===== src/rtl/vc_port_pkg.sv =====
package vc_port_pkg;

    typedef enum logic [1:0] {
        FK_BODY   = 2'b00,
        FK_HEAD   = 2'b01,
        FK_TAIL   = 2'b10,
        FK_SINGLE = 2'b11
    } flit_kind_e;

    function automatic logic opens_packet(input flit_kind_e k);
        return (k == FK_HEAD) || (k == FK_SINGLE);
    endfunction

    function automatic logic closes_packet(input flit_kind_e k);
        return (k == FK_TAIL) || (k == FK_SINGLE);
    endfunction

    function automatic int idx_width(input int n);
        return (n > 1) ? $clog2(n) : 1;
    endfunction

endpackage


===== src/rtl/vc_flit_fifo.sv =====
module vc_flit_fifo #(
    parameter int DEPTH = 3,
    parameter int WIDTH = 10,
    parameter int CNT_W = $clog2(DEPTH + 1)
) (
    input  logic             clk,
    input  logic             rst,
    input  logic             push,
    input  logic             pop,
    input  logic [WIDTH-1:0] din,
    output logic [WIDTH-1:0] dout,
    output logic [CNT_W-1:0] count,
    output logic             full,
    output logic             empty
);
    localparam int PTR_W = vc_port_pkg::idx_width(DEPTH);

    logic [WIDTH-1:0] mem [DEPTH];
    logic [PTR_W-1:0] wr_ptr, rd_ptr;
    logic             do_push, do_pop;

    assign full    = (count == CNT_W'(DEPTH));
    assign empty   = (count == '0);
    assign do_push = push && !full;
    assign do_pop  = pop && !empty;
    assign dout    = mem[rd_ptr];

    function automatic logic [PTR_W-1:0] advance(input logic [PTR_W-1:0] p);
        return (p == PTR_W'(DEPTH - 1)) ? '0 : p + PTR_W'(1);
    endfunction

    always_ff @(posedge clk) begin
        if (rst) begin
            wr_ptr <= '0;
            rd_ptr <= '0;
            count  <= '0;
        end else begin
            if (do_push) begin
                mem[wr_ptr] <= din;
                wr_ptr      <= advance(wr_ptr);
            end
            if (do_pop) rd_ptr <= advance(rd_ptr);
            case ({do_push, do_pop})
                2'b10:   count <= count + CNT_W'(1);
                2'b01:   count <= count - CNT_W'(1);
                default: count <= count;
            endcase
        end
    end

    assert_count_bound_R2: assert property (@(posedge clk) disable iff (rst)
        count <= CNT_W'(DEPTH));

    assert_full_drop_R6: assert property (@(posedge clk) disable iff (rst)
        (push && full && !pop) |=> (count == $past(count)));

    assert_full_drop_pop_R6: assert property (@(posedge clk) disable iff (rst)
        (push && full && pop) |=> (count == CNT_W'(DEPTH - 1)));

    assert_same_cycle_R10: assert property (@(posedge clk) disable iff (rst)
        (push && pop && !full && !empty) |=> (count == $past(count)));

endmodule


===== src/rtl/vc_owner_track.sv =====
module vc_owner_track
    import vc_port_pkg::*;
#(
    parameter int NUM_VC = 2,
    parameter int VC_W   = 1
) (
    input  logic              clk,
    input  logic              rst,
    input  logic              in_valid,
    input  logic [VC_W-1:0]   in_vc,
    input  flit_kind_e        in_kind,
    input  logic              wr_full_sel,
    input  logic              rd_fire,
    input  logic [VC_W-1:0]   rd_vc,
    input  flit_kind_e        rd_kind,
    output logic [NUM_VC-1:0] busy,
    output logic              proto_err
);
    logic [NUM_VC-1:0] busy_nxt;
    logic              cur_busy;
    logic              head_in;

    assign head_in = in_valid && opens_packet(in_kind);

    always_comb begin
        busy_nxt = busy;
        cur_busy = 1'b0;
        for (int v = 0; v < NUM_VC; v++) begin
            if (in_vc == VC_W'(v)) cur_busy = busy[v];
            if (rd_fire && rd_vc == VC_W'(v) && closes_packet(rd_kind))
                busy_nxt[v] = 1'b0;
            if (head_in && !wr_full_sel && in_vc == VC_W'(v))
                busy_nxt[v] = 1'b1;
        end
    end

    always_ff @(posedge clk) begin
        if (rst) begin
            busy      <= '0;
            proto_err <= 1'b0;
        end else begin
            busy <= busy_nxt;
            if (head_in && cur_busy) proto_err <= 1'b1;
        end
    end

    assert_head_claims_R8: assert property (@(posedge clk) disable iff (rst)
        (head_in && !wr_full_sel && in_vc == VC_W'(0)) |=> busy[0]);

    assert_body_keeps_R8: assert property (@(posedge clk) disable iff (rst)
        (!rd_fire && !head_in) |=> (busy == $past(busy)));

    assert_proto_sticky_R9: assert property (@(posedge clk) disable iff (rst)
        proto_err |=> proto_err);

endmodule


===== src/rtl/vc_input_port.sv =====
module vc_input_port
    import vc_port_pkg::*;
#(
    parameter int NUM_VC = 2,
    parameter int DEPTH  = 3,
    parameter int DATA_W = 16,
    parameter int VC_W   = vc_port_pkg::idx_width(NUM_VC),
    parameter int CNT_W  = $clog2(DEPTH + 1)
) (
    input  logic                     clk,
    input  logic                     rst,
    input  logic                     in_valid,
    input  logic [VC_W-1:0]          in_vc,
    input  logic [1:0]               in_kind,
    input  logic [DATA_W-1:0]        in_data,
    input  logic                     rd_en,
    input  logic [VC_W-1:0]          rd_vc,
    output logic                     rd_valid,
    output logic [1:0]               rd_kind,
    output logic [DATA_W-1:0]        rd_data,
    output logic [NUM_VC-1:0]        vc_nonempty,
    output logic [NUM_VC*CNT_W-1:0]  vc_count,
    output logic [NUM_VC-1:0]        vc_busy,
    output logic                     credit_valid,
    output logic [VC_W-1:0]          credit_vc,
    output logic                     overflow_err,
    output logic                     proto_err
);
    localparam int FW = DATA_W + 2;

    logic [NUM_VC-1:0] push, pop, full, empty;
    logic [FW-1:0]     dout [NUM_VC];
    logic [FW-1:0]     front;
    logic              wr_full_sel;
    logic              rd_fire;

    for (genvar v = 0; v < NUM_VC; v++) begin : g_vc
        assign push[v] = in_valid && (in_vc == VC_W'(v));
        assign pop[v]  = rd_en && (rd_vc == VC_W'(v));

        vc_flit_fifo #(.DEPTH(DEPTH), .WIDTH(FW), .CNT_W(CNT_W)) u_fifo (
            .clk   (clk),
            .rst   (rst),
            .push  (push[v]),
            .pop   (pop[v]),
            .din   ({in_kind, in_data}),
            .dout  (dout[v]),
            .count (vc_count[v*CNT_W +: CNT_W]),
            .full  (full[v]),
            .empty (empty[v])
        );
    end

    assign vc_nonempty = ~empty;

    always_comb begin
        rd_valid    = 1'b0;
        front       = '0;
        wr_full_sel = 1'b0;
        for (int v = 0; v < NUM_VC; v++) begin
            if (rd_vc == VC_W'(v)) begin
                rd_valid = !empty[v];
                front    = dout[v];
            end
            if (in_vc == VC_W'(v)) wr_full_sel = full[v];
        end
    end

    assign rd_kind = front[FW-1 -: 2];
    assign rd_data = front[DATA_W-1:0];
    assign rd_fire = rd_en && rd_valid;

    vc_owner_track #(.NUM_VC(NUM_VC), .VC_W(VC_W)) u_owner (
        .clk         (clk),
        .rst         (rst),
        .in_valid    (in_valid),
        .in_vc       (in_vc),
        .in_kind     (flit_kind_e'(in_kind)),
        .wr_full_sel (wr_full_sel),
        .rd_fire     (rd_fire),
        .rd_vc       (rd_vc),
        .rd_kind     (flit_kind_e'(rd_kind)),
        .busy        (vc_busy),
        .proto_err   (proto_err)
    );

    always_ff @(posedge clk) begin
        if (rst) begin
            credit_valid <= 1'b0;
            credit_vc    <= '0;
            overflow_err <= 1'b0;
        end else begin
            credit_valid <= rd_fire;
            credit_vc    <= rd_vc;
            if (in_valid && wr_full_sel) overflow_err <= 1'b1;
        end
    end

    assert_credit_follows_R5: assert property (@(posedge clk) disable iff (rst)
        (rd_en && vc_nonempty[rd_vc]) |=> (credit_valid && credit_vc == $past(rd_vc)));

    assert_no_credit_empty_R4: assert property (@(posedge clk) disable iff (rst)
        !(rd_en && vc_nonempty[rd_vc]) |=> !credit_valid);

    assert_overflow_sticky_R6: assert property (@(posedge clk) disable iff (rst)
        overflow_err |=> overflow_err);

    assert_full_sets_flag_R6: assert property (@(posedge clk) disable iff (rst)
        (in_valid && wr_full_sel) |=> overflow_err);

endmodule


===== config.mk =====
export PLATFORM = sky130hd
export DESIGN_NAME = vc_input_port
export DESIGN_NICKNAME = d
export VERILOG_FILES = /design/src/rtl/vc_port_pkg.sv /design/src/rtl/vc_flit_fifo.sv /design/src/rtl/vc_owner_track.sv /design/src/rtl/vc_input_port.sv
export SDC_FILE = /design/constraint.sdc
export NUM_CORES = 1
export LEC_CHECK = 0
export BUFFER_PORTS_ARGS = -buffer_cell sky130_fd_sc_hd__buf_4
export CAP_MARGIN = 10
export CORE_UTILIZATION = 35
export CTS_CLUSTER_SIZE = 25
export DETAILED_ROUTE_END_ITERATION = 8
export PLACE_DENSITY = 0.52
export SLEW_MARGIN = 20
export SYNTH_ARGS = -nofsm -noshare
export SYNTH_HDL_FRONTEND = slang
export SYNTH_SLANG_ARGS = --single-unit

===== constraint.sdc =====
create_clock -name clk -period 3.4 [get_ports clk]
set_input_delay 0.34 -clock clk [delete_from_list [all_inputs] [get_ports clk]]
set_output_delay 0.34 -clock clk [all_outputs]
set_load 0.01 [all_outputs]

==> impl_metrics.env, run 1 <==
export IMPL_leakage_nw=2.17
export IMPL_die_x_um=124
export IMPL_synthArstFlopShare_pct=0
export IMPL_io_buffer_count=54
export IMPL_startpoint_type="register"
export IMPL_setup_viol=0
export IMPL_clock_power_share_pct=49.0
export IMPL_p_int_mw=3.25
export IMPL_drive_gt1_share_pct=29.7
export IMPL_ys_ff_latch=130
export IMPL_grt_use_total_pct=14.4
export IMPL_grt_pass1_wl_um=15300
export IMPL_crit_fanout=12
export IMPL_ctsHoldBuffers=0
export IMPL_start_util_pct=35.7
export IMPL_fin_nets=441
export IMPL_ios=55
export IMPL_postRouteAntennaNets=0
export IMPL_max_cap_violations=0
export IMPL_synth_edf_count=108
export IMPL_clkTransAtPathRegs_ps=60
export IMPL_finalCritPeriodShare_pct=70.7
export IMPL_drt_total_wl_um=10100
export IMPL_pwr_share_seq_pct=44.3
export IMPL_dp_hpwl_um=6100
export IMPL_worstSetupPathType="register to output port"
export IMPL_drt_wirelength_per_cell_um=16.4
export IMPL_netlist_area_mm2=0.00517
export IMPL_htree_num_levels=4
export IMPL_final_common_cell="edfxtp_1"
export IMPL_synth_top_area_share_pct=62.7
export IMPL_fillCellCount=1285
export IMPL_syn_nets=375
export IMPL_layout_common_cells="108 x edfxtp_1, 64 x buf_4, 43 x o21ai_0"
export IMPL_fp_dieH_um=124
export IMPL_core_mm2=0.0145
export IMPL_tightest_slew_ps=482
export IMPL_n_antenna_cell=0
export IMPL_final_util_pct=44.7
export IMPL_finClkSkew_ps=8.87
export IMPL_arrival_ps=2060
export IMPL_grt_max_degree=25
export IMPL_synthTopCellsByArea="edfxtp_1 63%, dfxtp_1 8.5%, mux2i_1 6.6%, mux2_2 4.6%, o21ai_0 4.2%"
export IMPL_powerDensity_mw_per_mm2=623
export IMPL_postSynthAreaPerCell_um2=14.8
export IMPL_cts_sinks=130
export IMPL_p_comb_share_pct=6.7
export IMPL_cts_root_buf="clkbuf_16"
export IMPL_slew_headroom_pct=67.8
export IMPL_synthFlopType="edfxtp_1"
export IMPL_endpoint_kind="output port"
export IMPL_vias_per_cell=4.90
export IMPL_post_cts_buffers=0
export IMPL_ir_drop_mv=0.274
export IMPL_synth_top_area_cell="edfxtp_1"
export IMPL_grt_pass1_vias=2748
export IMPL_post_cts_resized=0
export IMPL_cts_tree="yes"
export IMPL_max_freq_ghz=0.416
export IMPL_status="finished, final reports clean"
export IMPL_p_sw_mw=0.790
export IMPL_hp_class="input port to register"
export IMPL_synth_cell_types=38
export IMPL_rsz0062_at_grt="false"
export IMPL_first_pass_iters=4
export IMPL_switching_share_pct=19.6
export IMPL_min_period_ps=2400
export IMPL_ys_seq_area_share_pct=71.2
export IMPL_num_vias=2998
export IMPL_clockBufferDepth=2
export IMPL_place_congestion=0.665
export IMPL_drc=0
export IMPL_die_area_mm2=0.0153
export IMPL_dp_cells=580
export IMPL_hold_viol_final=0
export IMPL_syn_to_final_growth_pct=25.3
export IMPL_yosys_warnings=0
export IMPL_crit_required_ps=3060
export IMPL_numCtsBuffers=17
export IMPL_syn_inst=349
export IMPL_grt_ovfl_total=0
export IMPL_rows=44
export IMPL_fin_cells=612
export IMPL_drtIter0Drc=150
export IMPL_slew_viol_final=0
export IMPL_tns_ps=0
export IMPL_clock_latency_ps=420
export IMPL_grt_antenna_before_repair=0
stage by stage:
| stage | setup WS, ps | power (mW) | hold WS [ps] | area (µm²) |
|---|---|---|---|---|
| floorplan | 295 | 1.97 | 412 | 5170 |
| global placement | 1390 | 2.09 | 439 | 5830 |
| detailed placement | 1380 | 2.10 | 445 | 5830 |
| CTS | 913 | 4.08 | 125 | 6480 |
| global route | 838 | 4.16 | 128 | 6480 |
| finish | 996 | 4.04 | 144 | 6480 |
routing by layer:
layer  vias up  global-route usage, %  wire (µm)
li1       1455                      -          -
met1      1471                   18.4       4760
met2        56                   22.1       4790
met3        16                   3.97        303
met4         0                   8.13        204
met5         -                      0          0
worst paths after layout:
path                           startpoint                   endpoint  slack [ps]  cells after the start
setup / recovery                 register                 rd_data[2]        1000                      5
hold reg to reg              overflow_err               overflow_err         450                      2
setup reg to reg  g_vc[1].u_fifo.count[0]    g_vc[1].u_fifo.count[1]        1500                      5
hold / removal                in_data[13]  g_vc[1].u_fifo.mem[2][13]         140                      1
kinds of logic (layout without fill, tap and decap cells):
group                    count (synthesis)  in the layout  share of synthesized area [%]
AO/OA/AOI/OAI                           61             61                           6.39
XOR/XNOR                                 4              4                          0.678
adder cells (fa/ha/maj)                  2              2                          0.484
buffers and inverters                   20             99                           1.98
flip-flops                             130            130                           71.2
multiplexers                            58             58                           12.0
AND/OR/NAND/NOR                         74             74                           7.19
cells in the mapped netlist, types with 2 or more instances:
cell	count
inv_1	3
nand3_1	2
or4_1	3
buf_4	2
mux2_4	3
a31oi_1	3
nand2_1	41
mux2_2	21
nor2_1	5
xor2_1	2
edfxtp_1	108
xnor2_1	2
and2_1	3
ha_1	2
nand4b_1	2
nor2b_1	2
clkbuf_1	8
nor4b_1	4
nor4_1	2
dfxtp_1	22
or3_1	3
o21ai_0	43
buf_6	2
a21oi_1	11
nand2b_1	2
buf_2	3
mux2i_1	34
sequential cells by signal, summed over array words and instances, names as in the netlist, named ones only:
signal	count
credit_valid	1
credit_vc	1
g_vc.u_fifo.count	4
g_vc.u_fifo.mem	108
g_vc.u_fifo.rd_ptr	4
g_vc.u_fifo.wr_ptr	4
overflow_err	1
u_owner.busy	2
u_owner.proto_err	1
critical path, cell delays in order, from the launching register on:
cell and delay (ps):
dfxtp_1 550, buf_4 350, mux2i_1 210, o21ai_0 120, mux2_2 290, buf_4 140
area by class of cell:
type                    count  area, µm²  share of cell area (%)
well taps                 184        230                    3.55
inverters                   3       11.3                   0.174
repair buffers             64        480                    7.42
clock buffers              21        470                    7.26
clock inverters            11        181                    2.80
flip-flops and latches    130       3680                    56.9
multi-input cells         199       1420                    21.9
power groups by stage:
stage          logic [mW]  registers [mW]  clock network, mW
6_report            0.272            1.79               1.98
5_1_grt             0.299            1.79               2.07
4_1_cts             0.279            1.79               2.01
3_5_place_dp        0.277            1.82                  0
3_3_place_gp        0.274            1.82                  0
2_1_floorplan       0.152            1.81                  0
Power figures use the tool's default switching activity.
==> run 2: changes to the inputs <==
clock period = 2.3 ns   (was 3.4 ns; I/O delays follow)
==> impl_metrics.env, run 2 (synthesis gave the netlist of run 1 again) <==
export IMPL_ctsHoldBuffers=0
export IMPL_core_mm2=0.0145
export IMPL_place_ws_ps=515
export IMPL_drt_total_wl_um=10300
export IMPL_io_buffer_count=54
export IMPL_hold_viol_final=0
export IMPL_critical_path_max_stage_delay_ps=400
export IMPL_max_cap_violations=0
export IMPL_finalCritPeriodShare_pct=91.3
export IMPL_crit_required_ps=2070
export IMPL_path_buf_inv=2
export IMPL_grt_use_total_pct=14.8
export IMPL_layout_common_cells="108 x edfxtp_1, 70 x buf_4, 43 x o21ai_0"
export IMPL_numCtsBuffers=17
export IMPL_grt_max_degree=35
export IMPL_place_area_mm2=0.00590
export IMPL_drive_gt1_share_pct=29.1
export IMPL_cts_tree="yes"
export IMPL_ir_drop_mv=0.568
export IMPL_setup_ws_ps=201
export IMPL_hp_class="input port to register"
export IMPL_multi_input_area_mm2=0.00145
export IMPL_drc=0
export IMPL_clockBufferDepth=2
export IMPL_post_cts_resized=0
export IMPL_place_congestion=0.720
export IMPL_crit_top_cell="buf_4"
export IMPL_die_x_um=124
export IMPL_crit_fanout=13
export IMPL_post_cts_buffers=0
export IMPL_seqCellArea_mm2=0.00368
export IMPL_clock_latency_ps=410
export IMPL_arrival_ps=1870
export IMPL_top_register="g_vc.u_fifo.mem"
export IMPL_dp_hpwl_um=6580
export IMPL_final_common_cell="edfxtp_1"
export IMPL_fp_dieH_um=124
export IMPL_r2r_slack_ps=520
export IMPL_drt_wirelength_per_cell_um=16.6
export IMPL_slew_headroom_pct=76.6
export IMPL_hold_ws_ps=38.4
export IMPL_worst_path_dominant_cell_family="multiplexers"
export IMPL_startpoint_type="register"
export IMPL_postRouteAntennaNets=0
export IMPL_grt_ovfl_total=0
export IMPL_num_vias=2954
export IMPL_cp_cell_sequence="buf_4, mux2i_1, o21ai_0, mux2_2, buf_4"
export IMPL_slew_viol_final=0
export IMPL_grt_antenna_before_repair=0
export IMPL_max_freq_ghz=0.476
export IMPL_cts_sinks=130
export IMPL_start_util_pct=35.7
export IMPL_clkTransAtPathRegs_ps=50
export IMPL_worstSetupPathType="register to output port"
export IMPL_grt_pass1_vias=3037
export IMPL_min_period_ps=2100
export IMPL_endpoint_kind="output port"
export IMPL_leakage_nw=2.13
export IMPL_finClkSkew_ps=4.46
export IMPL_n_antenna_cell=0
export IMPL_grt_pass1_wl_um=16000
export IMPL_crit_path_top_delay_cell="dfxtp_1"
export IMPL_fillCellCount=1330
export IMPL_rows=44
export IMPL_tightest_slew_ps=350
export IMPL_ios=55
export IMPL_status="finished, final reports clean"
export IMPL_final_util_pct=44.1
export IMPL_rsz0062_at_grt="false"
export IMPL_drtIter0Drc=149
export IMPL_largest_reg_flops=108
export IMPL_first_pass_iters=4
export IMPL_die_area_mm2=0.0153
export IMPL_cts_root_buf="clkbuf_16"
export IMPL_fin_nets=447
export IMPL_htree_num_levels=4
export IMPL_design_area_mm2=0.00638
export IMPL_setup_viol=0
export IMPL_powerDensity_mw_per_mm2=828
export IMPL_syn_to_final_growth_pct=23.5
export IMPL_vias_per_cell=4.79
-- run 2: routing by layer --
layer / vias to the layer above / global-route usage [%] / share of wire [%]
met5: - / 0 / 0
met4: 0 / 7.23 / 2.0
met3: 15 / 4.15 / 3.3
met2: 52 / 23.4 / 48
met1: 1426 / 18.7 / 47
li1: 1461 / - / -
-- run 2: path summary, 6_finish.rpt --
kind / from / endpoint / depth (start not counted)
worst min-delay path: in_data[10] / g_vc[0].u_fifo.mem[0][10] / 1
worst min register to register: overflow_err / overflow_err / 2
worst max-delay path: register / rd_data[7] / 5
worst max register to register: g_vc[0].u_fifo.count[0] / g_vc[0].u_fifo.count[1] / 5
-- run 2: layout make-up --
class | instances | share of cell area [%]
Tap cell | 184 | 3.61
Multi-Input combinational cell | 199 | 22.7
Sequential cell | 130 | 57.7
Clock buffer | 21 | 6.90
Timing Repair Buffer | 70 | 8.23
Inverter | 3 | 0.176
Clock inverter | 10 | 0.706
-- run 2: stage by stage --
step / power (mW) / TNS (ps) / std cells
final: 5.29 / 0 / 617
after global routing: 5.49 / 0 / 617
after CTS: 5.35 / 0 / 617
after detailed placement: 3.12 / 0 / 586
after global placement: 3.11 / 0 / 586
after floorplan: 2.91 / -39810 / 349
-- run 2: power by group --
part | internal, mW | leakage (nW) | switching (mW)
sequential | 2.60 | 1.16 | 0.0385
combinational | 0.204 | 0.732 | 0.214
clock | 1.34 | 0.244 | 0.890
